===== config.mk =====
export PLATFORM = sky130hd
export DESIGN_NAME = trig_capture_core
export DESIGN_NICKNAME = d
export VERILOG_FILES = /design/src/rtl/tcap_pkg.sv /design/src/rtl/tcap_pipeline.sv /design/src/rtl/tcap_buf_engine.sv /design/src/rtl/tcap_event_ram.sv /design/src/rtl/trig_capture_core.sv
export SDC_FILE = /design/constraint.sdc
export NUM_CORES = 2
export LEC_CHECK = 0
export BUFFER_PORTS_ARGS = -buffer_cell sky130_fd_sc_hd__clkbuf_2
export CORE_ASPECT_RATIO = 1.1
export CORE_MARGIN = 10
export CORE_UTILIZATION = 25
export DETAILED_ROUTE_END_ITERATION = 8
export GPL_TIMING_DRIVEN = 1
export SKIP_LAST_GASP = 1
export SLEW_MARGIN = 20
export SYNTH_ARGS = -nofsm -noshare
export SYNTH_HDL_FRONTEND = slang
export SYNTH_SLANG_ARGS = --single-unit

===== constraint.sdc =====
create_clock -name clk -period 4.3 [get_ports clk]
set_clock_uncertainty 0.2 [all_clocks]
set_input_delay 0.86 -clock clk [delete_from_list [all_inputs] [get_ports clk]]
set_output_delay 0.86 -clock clk [all_outputs]
set_load 0.005 [all_outputs]

===== src/rtl/tcap_pkg.sv =====
package tcap_pkg;
  typedef enum logic [1:0] {
    BS_FREE = 2'd0,
    BS_CAPT = 2'd1,
    BS_FULL = 2'd2
  } bstate_e;
endpackage


===== src/rtl/tcap_pipeline.sv =====
module tcap_pipeline #(
  parameter int NCH  = 2,
  parameter int DW   = 8,
  parameter int PD   = 32,
  parameter int NBUF = 4,
  localparam int PW  = $clog2(PD)
) (
  input  logic                   clk,
  input  logic                   rst_n,
  input  logic                   sync,
  input  logic [NCH*DW-1:0]      din,
  input  logic [NBUF*PW-1:0]     raddr,
  output logic [PW-1:0]          wptr,
  output logic [NBUF*NCH*DW-1:0] rdata
);
  logic [DW-1:0] mem [NCH][PD];
  logic [PW-1:0] wptr_d, wptr_q;

  always_comb begin
    wptr_d = sync ? '0 : wptr_q + PW'(1);
  end

  always_ff @(posedge clk or negedge rst_n) begin
    if (!rst_n) wptr_q <= '0;
    else        wptr_q <= wptr_d;
  end

  always_ff @(posedge clk) begin
    for (int c = 0; c < NCH; c++) mem[c][wptr_q] <= din[c*DW +: DW];
  end

  for (genvar b = 0; b < NBUF; b++) begin : g_rport
    for (genvar c = 0; c < NCH; c++) begin : g_ch
      assign rdata[(b*NCH+c)*DW +: DW] = mem[c][raddr[b*PW +: PW]];
    end
  end

  assign wptr = wptr_q;

  AST_WPTR_STEP: assert property (@(posedge clk) disable iff (!rst_n)
    !sync |=> wptr_q == $past(wptr_q) + PW'(1));
  AST_WPTR_SYNC: assert property (@(posedge clk) disable iff (!rst_n)
    sync |=> wptr_q == '0);
endmodule


===== src/rtl/tcap_buf_engine.sv =====
module tcap_buf_engine import tcap_pkg::*; #(
  parameter int IDX     = 0,
  parameter int PW      = 5,
  parameter int EW      = 4,
  parameter int IW      = 3,
  parameter int EVW     = 8,
  parameter int MAX_EVT = 8
) (
  input  logic           clk,
  input  logic           rst_n,
  input  logic           sync,
  input  logic           test_mode,
  input  logic           start,
  input  logic [PW-1:0]  start_addr,
  input  logic [EW-1:0]  size_in,
  input  logic [EVW-1:0] tag_in,
  input  logic           release_i,
  output bstate_e        state_o,
  output logic [PW-1:0]  raddr_o,
  output logic           wr_en_o,
  output logic [IW-1:0]  wr_idx_o,
  output logic [EW-1:0]  size_o,
  output logic [EVW-1:0] tag_o
);
  bstate_e        st_d, st_q;
  logic [PW-1:0]  src_d, src_q;
  logic [EW-1:0]  cnt_d, cnt_q;
  logic [EW-1:0]  size_d, size_q;
  logic [EVW-1:0] tag_d, tag_q;

  always_comb begin
    st_d   = st_q;
    src_d  = src_q;
    cnt_d  = cnt_q;
    size_d = size_q;
    tag_d  = tag_q;
    if (sync) begin
      st_d  = BS_FREE;
      cnt_d = '0;
    end else if (test_mode) begin
      st_d   = BS_FULL;
      cnt_d  = '0;
      size_d = EW'(MAX_EVT);
      tag_d  = EVW'(IDX);
    end else begin
      unique case (st_q)
        BS_FREE: if (start) begin
          st_d   = BS_CAPT;
          src_d  = start_addr;
          cnt_d  = '0;
          size_d = size_in;
          tag_d  = tag_in;
        end
        BS_CAPT: begin
          if (cnt_q == size_q - EW'(1)) begin
            st_d  = BS_FULL;
            cnt_d = '0;
          end else begin
            cnt_d = cnt_q + EW'(1);
          end
        end
        BS_FULL: if (release_i) st_d = BS_FREE;
        default: st_d = BS_FREE;
      endcase
    end
  end

  always_ff @(posedge clk or negedge rst_n) begin
    if (!rst_n) begin
      st_q   <= BS_FREE;
      src_q  <= '0;
      cnt_q  <= '0;
      size_q <= EW'(1);
      tag_q  <= '0;
    end else begin
      st_q   <= st_d;
      src_q  <= src_d;
      cnt_q  <= cnt_d;
      size_q <= size_d;
      tag_q  <= tag_d;
    end
  end

  assign state_o  = st_q;
  assign raddr_o  = src_q + PW'(cnt_q);
  assign wr_en_o  = (st_q == BS_CAPT) && !sync && !test_mode;
  assign wr_idx_o = cnt_q[IW-1:0];
  assign size_o   = size_q;
  assign tag_o    = tag_q;

  AST_CNT_BOUND: assert property (@(posedge clk) disable iff (!rst_n)
    st_q == BS_CAPT |-> cnt_q < size_q);
  AST_FULL_HOLD: assert property (@(posedge clk) disable iff (!rst_n)
    (st_q == BS_FULL && !release_i && !sync && !test_mode) |=> st_q == BS_FULL);
  AST_SIZE_RANGE: assert property (@(posedge clk) disable iff (!rst_n)
    st_q != BS_FREE |-> (size_q >= EW'(1) && size_q <= EW'(MAX_EVT)));
endmodule


===== src/rtl/tcap_event_ram.sv =====
module tcap_event_ram #(
  parameter int NBUF    = 4,
  parameter int NCH     = 2,
  parameter int DW      = 8,
  parameter int MAX_EVT = 8,
  localparam int DEPTH  = NBUF*NCH*MAX_EVT,
  localparam int AW     = $clog2(DEPTH),
  localparam int IW     = $clog2(MAX_EVT),
  localparam int BW     = $clog2(NBUF),
  localparam int CW     = (NCH > 1) ? $clog2(NCH) : 1
) (
  input  logic                   clk,
  input  logic [NBUF-1:0]        eng_we,
  input  logic [NBUF*IW-1:0]     eng_idx,
  input  logic [NBUF*NCH*DW-1:0] eng_data,
  input  logic                   tst_we,
  input  logic [AW-1:0]          tst_addr,
  input  logic [DW-1:0]          tst_data,
  input  logic [BW-1:0]          rd_buf,
  input  logic [CW-1:0]          rd_ch,
  input  logic [IW-1:0]          rd_idx,
  output logic [DW-1:0]          rd_data
);
  logic [DW-1:0] ram [DEPTH];
  logic [AW-1:0] rd_loc;

  always_ff @(posedge clk) begin
    for (int b = 0; b < NBUF; b++) begin
      if (eng_we[b]) begin
        for (int c = 0; c < NCH; c++) begin
          ram[(b*NCH+c)*MAX_EVT + int'(eng_idx[b*IW +: IW])] <= eng_data[(b*NCH+c)*DW +: DW];
        end
      end
    end
    if (tst_we) ram[tst_addr] <= tst_data;
  end

  always_comb begin
    rd_loc  = AW'((int'(rd_buf)*NCH + int'(rd_ch))*MAX_EVT + int'(rd_idx));
    rd_data = (int'(rd_ch) < NCH) ? ram[rd_loc] : '0;
  end
endmodule


===== src/rtl/trig_capture_core.sv =====
module trig_capture_core import tcap_pkg::*; #(
  parameter int NCH     = 2,
  parameter int DW      = 8,
  parameter int NBUF    = 4,
  parameter int MAX_EVT = 8,
  parameter int MAX_LAT = 23,
  parameter int PD      = 32,
  parameter int EVW     = 8,
  localparam int PW     = $clog2(PD),
  localparam int LW     = $clog2(MAX_LAT+1),
  localparam int EW     = $clog2(MAX_EVT+1),
  localparam int IW     = $clog2(MAX_EVT),
  localparam int BW     = $clog2(NBUF),
  localparam int CW     = (NCH > 1) ? $clog2(NCH) : 1,
  localparam int TOT    = NBUF*NCH*MAX_EVT,
  localparam int AW     = $clog2(TOT)
) (
  input  logic              clk,
  input  logic              rst_n,
  input  logic              sync,
  input  logic [NCH*DW-1:0] adc_in,
  input  logic              trigger,
  input  logic              test_mode,
  input  logic              host_cs,
  input  logic              host_rw,
  input  logic              host_stb,
  input  logic              cfg_sel,
  input  logic [BW-1:0]     buf_sel,
  input  logic [CW-1:0]     ch_sel,
  input  logic [IW-1:0]     rd_idx,
  input  logic [DW-1:0]     host_din,
  output logic [DW-1:0]     host_dout,
  output logic              host_oe,
  output logic [EVW-1:0]    evt_tag,
  output logic [NBUF-1:0]   buf_ready,
  output logic              busy,
  output logic              ovf
);
  // reset: asserted asynchronously, released on a clock edge
  logic rst_meta, rst_n_s;
  always_ff @(posedge clk or negedge rst_n) begin
    if (!rst_n) begin
      rst_meta <= 1'b0;
      rst_n_s  <= 1'b0;
    end else begin
      rst_meta <= 1'b1;
      rst_n_s  <= rst_meta;
    end
  end

  // setup registers
  logic          cfg_wr;
  logic [LW-1:0] lat_d, lat_q;
  logic [EW-1:0] evs_d, evs_q;

  assign cfg_wr = host_cs && !host_rw && host_stb;

  always_comb begin
    lat_d = lat_q;
    evs_d = evs_q;
    if (!cfg_sel) begin
      if (host_din > DW'(MAX_LAT)) lat_d = LW'(MAX_LAT);
      else                         lat_d = LW'(host_din);
    end else begin
      if (host_din == '0)               evs_d = EW'(1);
      else if (host_din > DW'(MAX_EVT)) evs_d = EW'(MAX_EVT);
      else                              evs_d = EW'(host_din);
    end
  end

  always_ff @(posedge clk or negedge rst_n_s) begin
    if (!rst_n_s) begin
      lat_q <= '0;
      evs_q <= EW'(1);
    end else if (cfg_wr) begin
      lat_q <= lat_d;
      evs_q <= evs_d;
    end
  end

  // pipeline
  logic [PW-1:0]          wptr;
  logic [NBUF*PW-1:0]     eng_raddr;
  logic [NBUF*NCH*DW-1:0] pipe_rdata;

  tcap_pipeline #(.NCH(NCH), .DW(DW), .PD(PD), .NBUF(NBUF)) u_pipe (
    .clk(clk), .rst_n(rst_n_s), .sync(sync), .din(adc_in),
    .raddr(eng_raddr), .wptr(wptr), .rdata(pipe_rdata)
  );

  // trigger acceptance and event counter
  bstate_e        eng_st  [NBUF];
  logic [EW-1:0]  eng_size[NBUF];
  logic [EVW-1:0] eng_tag [NBUF];
  logic [NBUF-1:0]    eng_we;
  logic [NBUF*IW-1:0] eng_idx;
  logic [NBUF-1:0]    eng_rel;

  logic [EVW-1:0] evt_d, evt_q;
  logic           ovf_d, ovf_q;
  logic [BW-1:0]  target;
  logic           accept, drop, rd_fire;
  logic [PW-1:0]  start_addr;

  assign target     = evt_q[BW-1:0];
  assign busy       = (eng_st[target] != BS_FREE);
  assign accept     = trigger && !busy && !test_mode && !sync;
  assign drop       = trigger &&  busy && !test_mode && !sync;
  assign start_addr = wptr - PW'(lat_q);
  assign rd_fire    = host_cs && host_rw && host_stb;

  always_comb begin
    evt_d = evt_q;
    ovf_d = ovf_q;
    if (sync) begin
      evt_d = '0;
      ovf_d = 1'b0;
    end else begin
      if (accept) evt_d = evt_q + EVW'(1);
      if (drop)   ovf_d = 1'b1;
    end
  end

  always_ff @(posedge clk or negedge rst_n_s) begin
    if (!rst_n_s) begin
      evt_q <= '0;
      ovf_q <= 1'b0;
    end else begin
      evt_q <= evt_d;
      ovf_q <= ovf_d;
    end
  end

  // per-buffer copy engines
  for (genvar i = 0; i < NBUF; i++) begin : g_eng
    logic [PW-1:0] raddr_i;
    logic [IW-1:0] idx_i;
    assign eng_rel[i] = rd_fire && (buf_sel == BW'(i)) && (ch_sel == CW'(NCH-1))
                        && (EW'(rd_idx) == eng_size[i] - EW'(1));
    tcap_buf_engine #(
      .IDX(i), .PW(PW), .EW(EW), .IW(IW), .EVW(EVW), .MAX_EVT(MAX_EVT)
    ) u_eng (
      .clk(clk), .rst_n(rst_n_s), .sync(sync), .test_mode(test_mode),
      .start(accept && (target == BW'(i))), .start_addr(start_addr),
      .size_in(evs_q), .tag_in(evt_q), .release_i(eng_rel[i]),
      .state_o(eng_st[i]), .raddr_o(raddr_i), .wr_en_o(eng_we[i]),
      .wr_idx_o(idx_i), .size_o(eng_size[i]), .tag_o(eng_tag[i])
    );
    assign eng_raddr[i*PW +: PW] = raddr_i;
    assign eng_idx[i*IW +: IW]   = idx_i;
    assign buf_ready[i]          = (eng_st[i] == BS_FULL);
  end

  // test pattern counter
  logic [AW-1:0] tc_d, tc_q;
  always_comb begin
    if (!test_mode)                tc_d = '0;
    else if (tc_q == AW'(TOT - 1)) tc_d = '0;
    else                           tc_d = tc_q + AW'(1);
  end

  always_ff @(posedge clk or negedge rst_n_s) begin
    if (!rst_n_s) tc_q <= '0;
    else          tc_q <= tc_d;
  end

  // event store
  logic [DW-1:0] ram_word;
  tcap_event_ram #(.NBUF(NBUF), .NCH(NCH), .DW(DW), .MAX_EVT(MAX_EVT)) u_ram (
    .clk(clk), .eng_we(eng_we), .eng_idx(eng_idx), .eng_data(pipe_rdata),
    .tst_we(test_mode), .tst_addr(tc_q), .tst_data(DW'(tc_q)),
    .rd_buf(buf_sel), .rd_ch(ch_sel), .rd_idx(rd_idx), .rd_data(ram_word)
  );

  assign host_oe   = rd_fire;
  assign host_dout = rd_fire ? ram_word : '0;
  assign evt_tag   = eng_tag[buf_sel];
  assign ovf       = ovf_q;

  AST_DROP_FLAG: assert property (@(posedge clk) disable iff (!rst_n_s)
    drop |=> ovf);
  AST_DROP_NOCOUNT: assert property (@(posedge clk) disable iff (!rst_n_s)
    drop |=> evt_q == $past(evt_q));
  AST_ACCEPT_STEP: assert property (@(posedge clk) disable iff (!rst_n_s)
    accept |=> evt_q == $past(evt_q) + EVW'(1));
  AST_TEST_FULL: assert property (@(posedge clk) disable iff (!rst_n_s)
    (test_mode && !sync) |=> buf_ready == '1);
  AST_NO_READ_DRIVE: assert property (@(posedge clk) disable iff (!rst_n_s)
    !host_cs |-> !host_oe);
endmodule


Yosys cells after proc, flatten, opt, wreduce, memory -nomap -nowiden
Memory sizes are Yosys's and may differ from the RTL's.
Cells that the tools add are included.
{ "totals": {"mem_count": 2, "mem_bits_rw": 1024, "input_bits": 39, "out_inout_bits": 23, "wordCells": 314, "reg_bits": 123} }
{ "classes": {"muxes": 124, "n_addsub": 25, "n_eq_ne": 35, "reduce_logical": 80, "order_cmp": 10, "bitwise_logic": 10} }
{ "memory_table": {"columns": ["name", "depth", "word_bits", "read_ports", "rd_clocked_by_memory_dff", "write_ports", "line_no", "text"], "rows": [
  ["u_pipe.mem", 2, 256, 2, 0, 2, "tcap_pipeline.sv:16", "logic [DW-1:0] mem [NCH][PD];"],
  ["u_ram.ram", 64, 8, 1, 0, 8, "tcap_event_ram.sv:24", "logic [DW-1:0] ram [DEPTH];"]
]} }
{ "op_table": {"columns": ["operator", "n"], "rows": [
  ["$bmux 8 s5", 8],
  ["$mux 8", 35],
  ["$mux 4", 30],
  ["$ne 4x3->1 const B", 12],
  ["$mux 2", 22],
  ["$demux 8 s5", 1],
  ["$logic_and 1x1->1", 35],
  ["$pmux 4 s2", 4],
  ["$ge 6x6->1 const B", 5],
  ["$not 5->6", 5],
  ["$add 6x3->6 const A", 4],
  ["$pmux 2 s3", 4],
  ["$reduce_and 3->1", 8],
  ["$reduce_bool 2->1", 11],
  ["$add 5x4->5", 4],
  ["$mux 6", 3],
  ["$add 4x1->4 const B", 4],
  ["$bmux 8 s2", 1],
  ["$eq 2x2->1 const B", 8],
  ["$eq 3x4->1", 4],
  ["$eq 4x4->1", 4],
  ["$reduce_and 4->1", 4],
  ["$reduce_bool 4->1", 4],
  ["$sub 4x1->4 const B", 4],
  ["24 further kinds", 60]
]} }

Logic depth before layout (Yosys ltp)
{ "logic_depth": {"ltp_word": 14, "mapped_depth": 14, "mapped_depth_nobuf": 10} }

By module
From an unflattened synthesis, not the netlist that was laid out.
{ "unflattened": {"hier_cells": 5182, "hier_area_um2": 67801.3} }
{ "by_module_without_submodules": {"columns": ["mod", "cells_each", "area_each_um2", "n_inst", "seq_area_each_um2"], "rows": [
  ["tcap_pipeline", 2859, 34276.6, 1, 15499.9],
  ["tcap_event_ram", 1629, 26644.3, 1, 15374.7],
  ["tcap_buf_engine at g_eng[1].u_eng ...", 118, 1203.7, 2, 576.8],
  ["trig_capture_core", 224, 2067.0, 1, 651.9],
  ["tcap_buf_engine at g_eng[3].u_eng", 118, 1206.2, 1, 576.8],
  ["tcap_buf_engine at g_eng[0].u_eng", 116, 1199.9, 1, 576.8]
]} }

Worst setup path after synthesis
No wires, ideal clock.
{ "synth_path": {"path_kind": "input to output", "from": "input rd_idx[0]", "to": "output host_dout[0]", "path_stages": 7, "required_ns": 3.240, "n_path_buf": 3, "t_arrival_ns": 2.865, "setup_slack_ns": 0.375, "path_cell_list": "clkbuf_1 -> clkbuf_1 -> buf_2 -> mux4_2 -> mux4_2 -> mux2i_1 -> o22ai_1"} }
{ "synth_between": {"elab_chain_len": 3} }
{ "synth_rtl": {"columns": ["element", "line_no", "text"], "rows": [
  ["start: declaration", "trig_capture_core.sv:30", "input logic [IW-1:0] rd_idx,"],
  ["$add 6x4->6", "tcap_event_ram.sv:39", "rd_loc = AW'((int'(rd_buf)*NCH + int'(rd_ch))*MAX_EVT + int'(rd_idx));"],
  ["$mem_v2 64x8", null, null],
  ["$mux 8", "trig_capture_core.sv:176", "assign host_dout = rd_fire ? ram_word : '0;"],
  ["end: declaration", "trig_capture_core.sv:32", "output logic [DW-1:0] host_dout,"]
]} }
No other way between the ends.

==> impl_results.md <==
* Crit-path slowest cell: a32oi_1
* CP startpoint: g_eng[3].u_eng.cnt_q[0]
* EDFF count, synth at 1024
* Die width at 503 um
* CTS tree: done
* RD Place Congestion at 0.868
* CP Capture Type: flip-flop
* Vias in the first global route at 42.3k
* Drt total wl at 220 mm
* Core Footprint at 254000 um^2
* Critical Path Fanout Max at 9
* Area Growth Syn to Fin at 16.7%
* RSZ-0062 raised after global routing: false
* CTS max path bufs at 3
* First-pass GRT wire length at 312 mm
* GRT Total Usage at 15.5%
* Pre-CTS setup slack at 39.5 ps
* Most frequent CP cell: nand2_1
* CP arrival at 4640 ps
* Initial Util at 25.2%
* Final min period at 4240 ps
* Ys async rst share at 10.7%
* Sink Count at 1147
* F_max at 0.236 GHz
* Gr ovfl total at 0
* Final setup vio count at 0
* Setup ws final at 61.6 ps
* Syn Inst Count at 4179
* Initial antenna violation count at 14
* Worst-Skew Late Latency at 810 ps
* Pin count of the biggest net entering global routing at 59
* Tcrit/Tclk final at 98.6%
* Net Count, Synth at 4260
* 1st-iter DRT viols at 5446
* DR pass1 iterations at 5
* Dpl hpwl at 148 mm
* Synth warn at 0
* Worst min-delay path category: in -> reg
* DRC viols at 0
* Via/cell ratio at 5.40
* Setup Fix Bufs, Post-CTS at 0
* Distinct cells, synth at 78
* WL/cell at 28.2 um
* Static Leak at 0.0254 uW
* Avg Cell Area, Syn at 15.3 um^2
* Status: finished, final reports clean
* Relative slew margins at 22.3%
* Die Y at 551 um
* CTS clk-pin slew, worst paths at 60 ps
* Worst path max stage delay at 840 ps
* Die area at 277000 um^2
* Pwr dens at 465 nW/um^2
* Final Util at 29.4%
* Pins over their slew limit at 0
* FP Rows at 194
* Num CTS Buffers at 131
* Critical path class: reg -> reg
* Peak supply drop at 0.000353 V
* Post-route ant nets at 0
* #FFs+latches synth at 1147
* Register area share after synthesis at 52.8%
* CTS H-tree lvls at 4
* CP Launch Type: flip-flop
* Root buffer cell: clkbuf_16
* Worst Max-Slew Pin Slew at 1160 ps
* Top_reg_cell synth: edfxtp_1
* Hold_sp: host_din[0]
* Critical Path RT at 4710 ps
* I/O Pins at 62
* Final Net Count at 4463
* Max-cap violations at 0
* IO buf count at 61
* Critical R2R Launch: g_eng[3].u_eng.cnt_q[0]
* Setup TNS at 0 ps
* Mapped Area at 64000 um^2
* Via count at 42.2k
* Crit-path cells: ha_4 -> inv_1 -> fa_4 -> nand2b_1 -> a21oi_1 -> buf_4 -> xor2_4 -> nand2_1 -> a32oi_1 -> nand2_1 -> o21ai_1
* Final Hold Violating Endpoints at 0
* Fraction of layout cells with a size suffix above 1 at 31.8%
final timing paths:
path,end,slack (ps),depth (start not counted)
min in group asynchronous,rst_n_s,190,2
worst max register to register,u_ram.ram[51][5],60,11
max in group asynchronous,g_eng[3].u_eng.size_o[0],2650,1
worst min register to register,rst_n_s,150,0
worst max-delay path,u_ram.ram[51][5],60,11
worst min-delay path,lat_q[0],120,2
placed cells by master, fill, tap and decap left out, types with 15 or more instances in the layout:
cell / instances
and2_1: 26
clkbuf_1: 29
and3_1: 17
nand3_1: 159
o21ai_0: 146
mux4_2: 696
buf_12: 48
nor2_1: 126
buf_4: 316
nand2b_1: 18
clkbuf_16: 133
clkbuf_2: 58
dfrtp_1: 117
xor2_1: 23
ha_1: 33
xnor2_1: 36
nand4_1: 35
mux2i_1: 405
o21ai_1: 15
nor2_2: 33
o22ai_1: 17
clkinv_1: 25
nand2_1: 483
a31oi_1: 36
a21oi_1: 108
a22o_1: 23
edfxtp_1: 1024
inv_1: 45
nor2b_1: 22
where the power goes:
part           internal [uW]  switching (uW)
logic                   4200            6330
clock network           6340            4820
registers              12900             135
total                  23500           11300
repair_timing:
| action | in CTS | in global routing |
|---|---|---|
| hold buffers | 1 | 0 |
| gates resized for setup | 0 | 1 |
| endpoints found under the setup margin | 0 | 1 |
| endpoints found under the hold margin | 2 | 0 |
through the flow:
stage | cell area (um^2) | total power [uW] | std cells | hold slack (ps)
after floorplan | 64000 | 19900 | 4179 | 131
after global placement | 70500 | 23500 | 7580 | 138
after detailed placement | 70500 | 23700 | 7580 | 140
after CTS | 74700 | 34800 | 7818 | 75.0
after global routing | 74700 | 35900 | 7819 | 90.8
final | 74700 | 34800 | 7820 | 118
registers in the layout, summed over array words and instances (netlist names):
signal,flops
lat_q,5
g_eng.u_eng.cnt_q,16
rst_n_s,1
rst_meta,1
g_eng.u_eng.tag_o,32
evt_q,8
g_eng.u_eng.src_q,20
g_eng.u_eng.size_o,16
u_ram.ram,512
u_pipe.mem,512
u_pipe.wptr,5
ovf,1
g_eng.u_eng.state_o,8
evs_q,4
tc_q,6
critical path, delay by kind of cell (launching register included):
kind	cells	cell delay, ps
AO/OA/AOI/OAI	3	1240
flip-flops	1	580
AND/OR/NAND/NOR	3	530
buffers and inverters	2	230
adder cells (fa/ha/maj)	2	640
XOR/XNOR	1	600
routing by layer:
| layer | share of wire, % | track usage [%] | vias to the layer above |
|---|---|---|---|
| li1 | - | - | 17200 |
| met4 | 5.8 | 8.05 | 10 |
| met1 | 36 | 18.8 | 21900 |
| met5 | 0.029 | 0 | - |
| met2 | 48 | 25.2 | 2489 |
| met3 | 10 | 4.03 | 584 |
cell usage after synthesis (all sizes together) (35+ instances only):
| library cell | instances | area [um^2] |
|---|---|---|
| a31oi | 36 | 225 |
| nand2 | 483 | 1810 |
| o21ai | 162 | 811 |
| inv | 52 | 195 |
| dfrtp | 118 | 2950 |
| buf | 211 | 1280 |
| nand3 | 161 | 831 |
| mux2i | 411 | 4150 |
| xnor2 | 45 | 417 |
| clkbuf | 145 | 549 |
| edfxtp | 1024 | 30700 |
| a21oi | 111 | 567 |
| ha | 37 | 463 |
| nand4 | 35 | 219 |
| nor2 | 159 | 599 |
| mux4 | 696 | 15700 |
layout make-up:
cell class              count  area, um^2
diodes                      2        5.00
clock buffers             168        3520
clock inverters            69         704
fillers                 25100      180000
inverters                  52         195
multi-input cells        2624       28600
flip-flops and latches   1147       33800
well taps                3332        4170
repair buffers            426        3660
kinds of logic after synthesis:
family / count (synthesis) / share of synthesized area (%)
mux: 1121 / 31.2
buf+inv: 408 / 3.16
fa+ha+maj: 42 / 0.879
compound gates: 434 / 4.26
other cells: 1 / 0.00586
xor+xnor: 75 / 1.11
simple gates: 951 / 6.53
flops: 1147 / 52.8
Note: power is estimated with default switching activity, not from simulation.
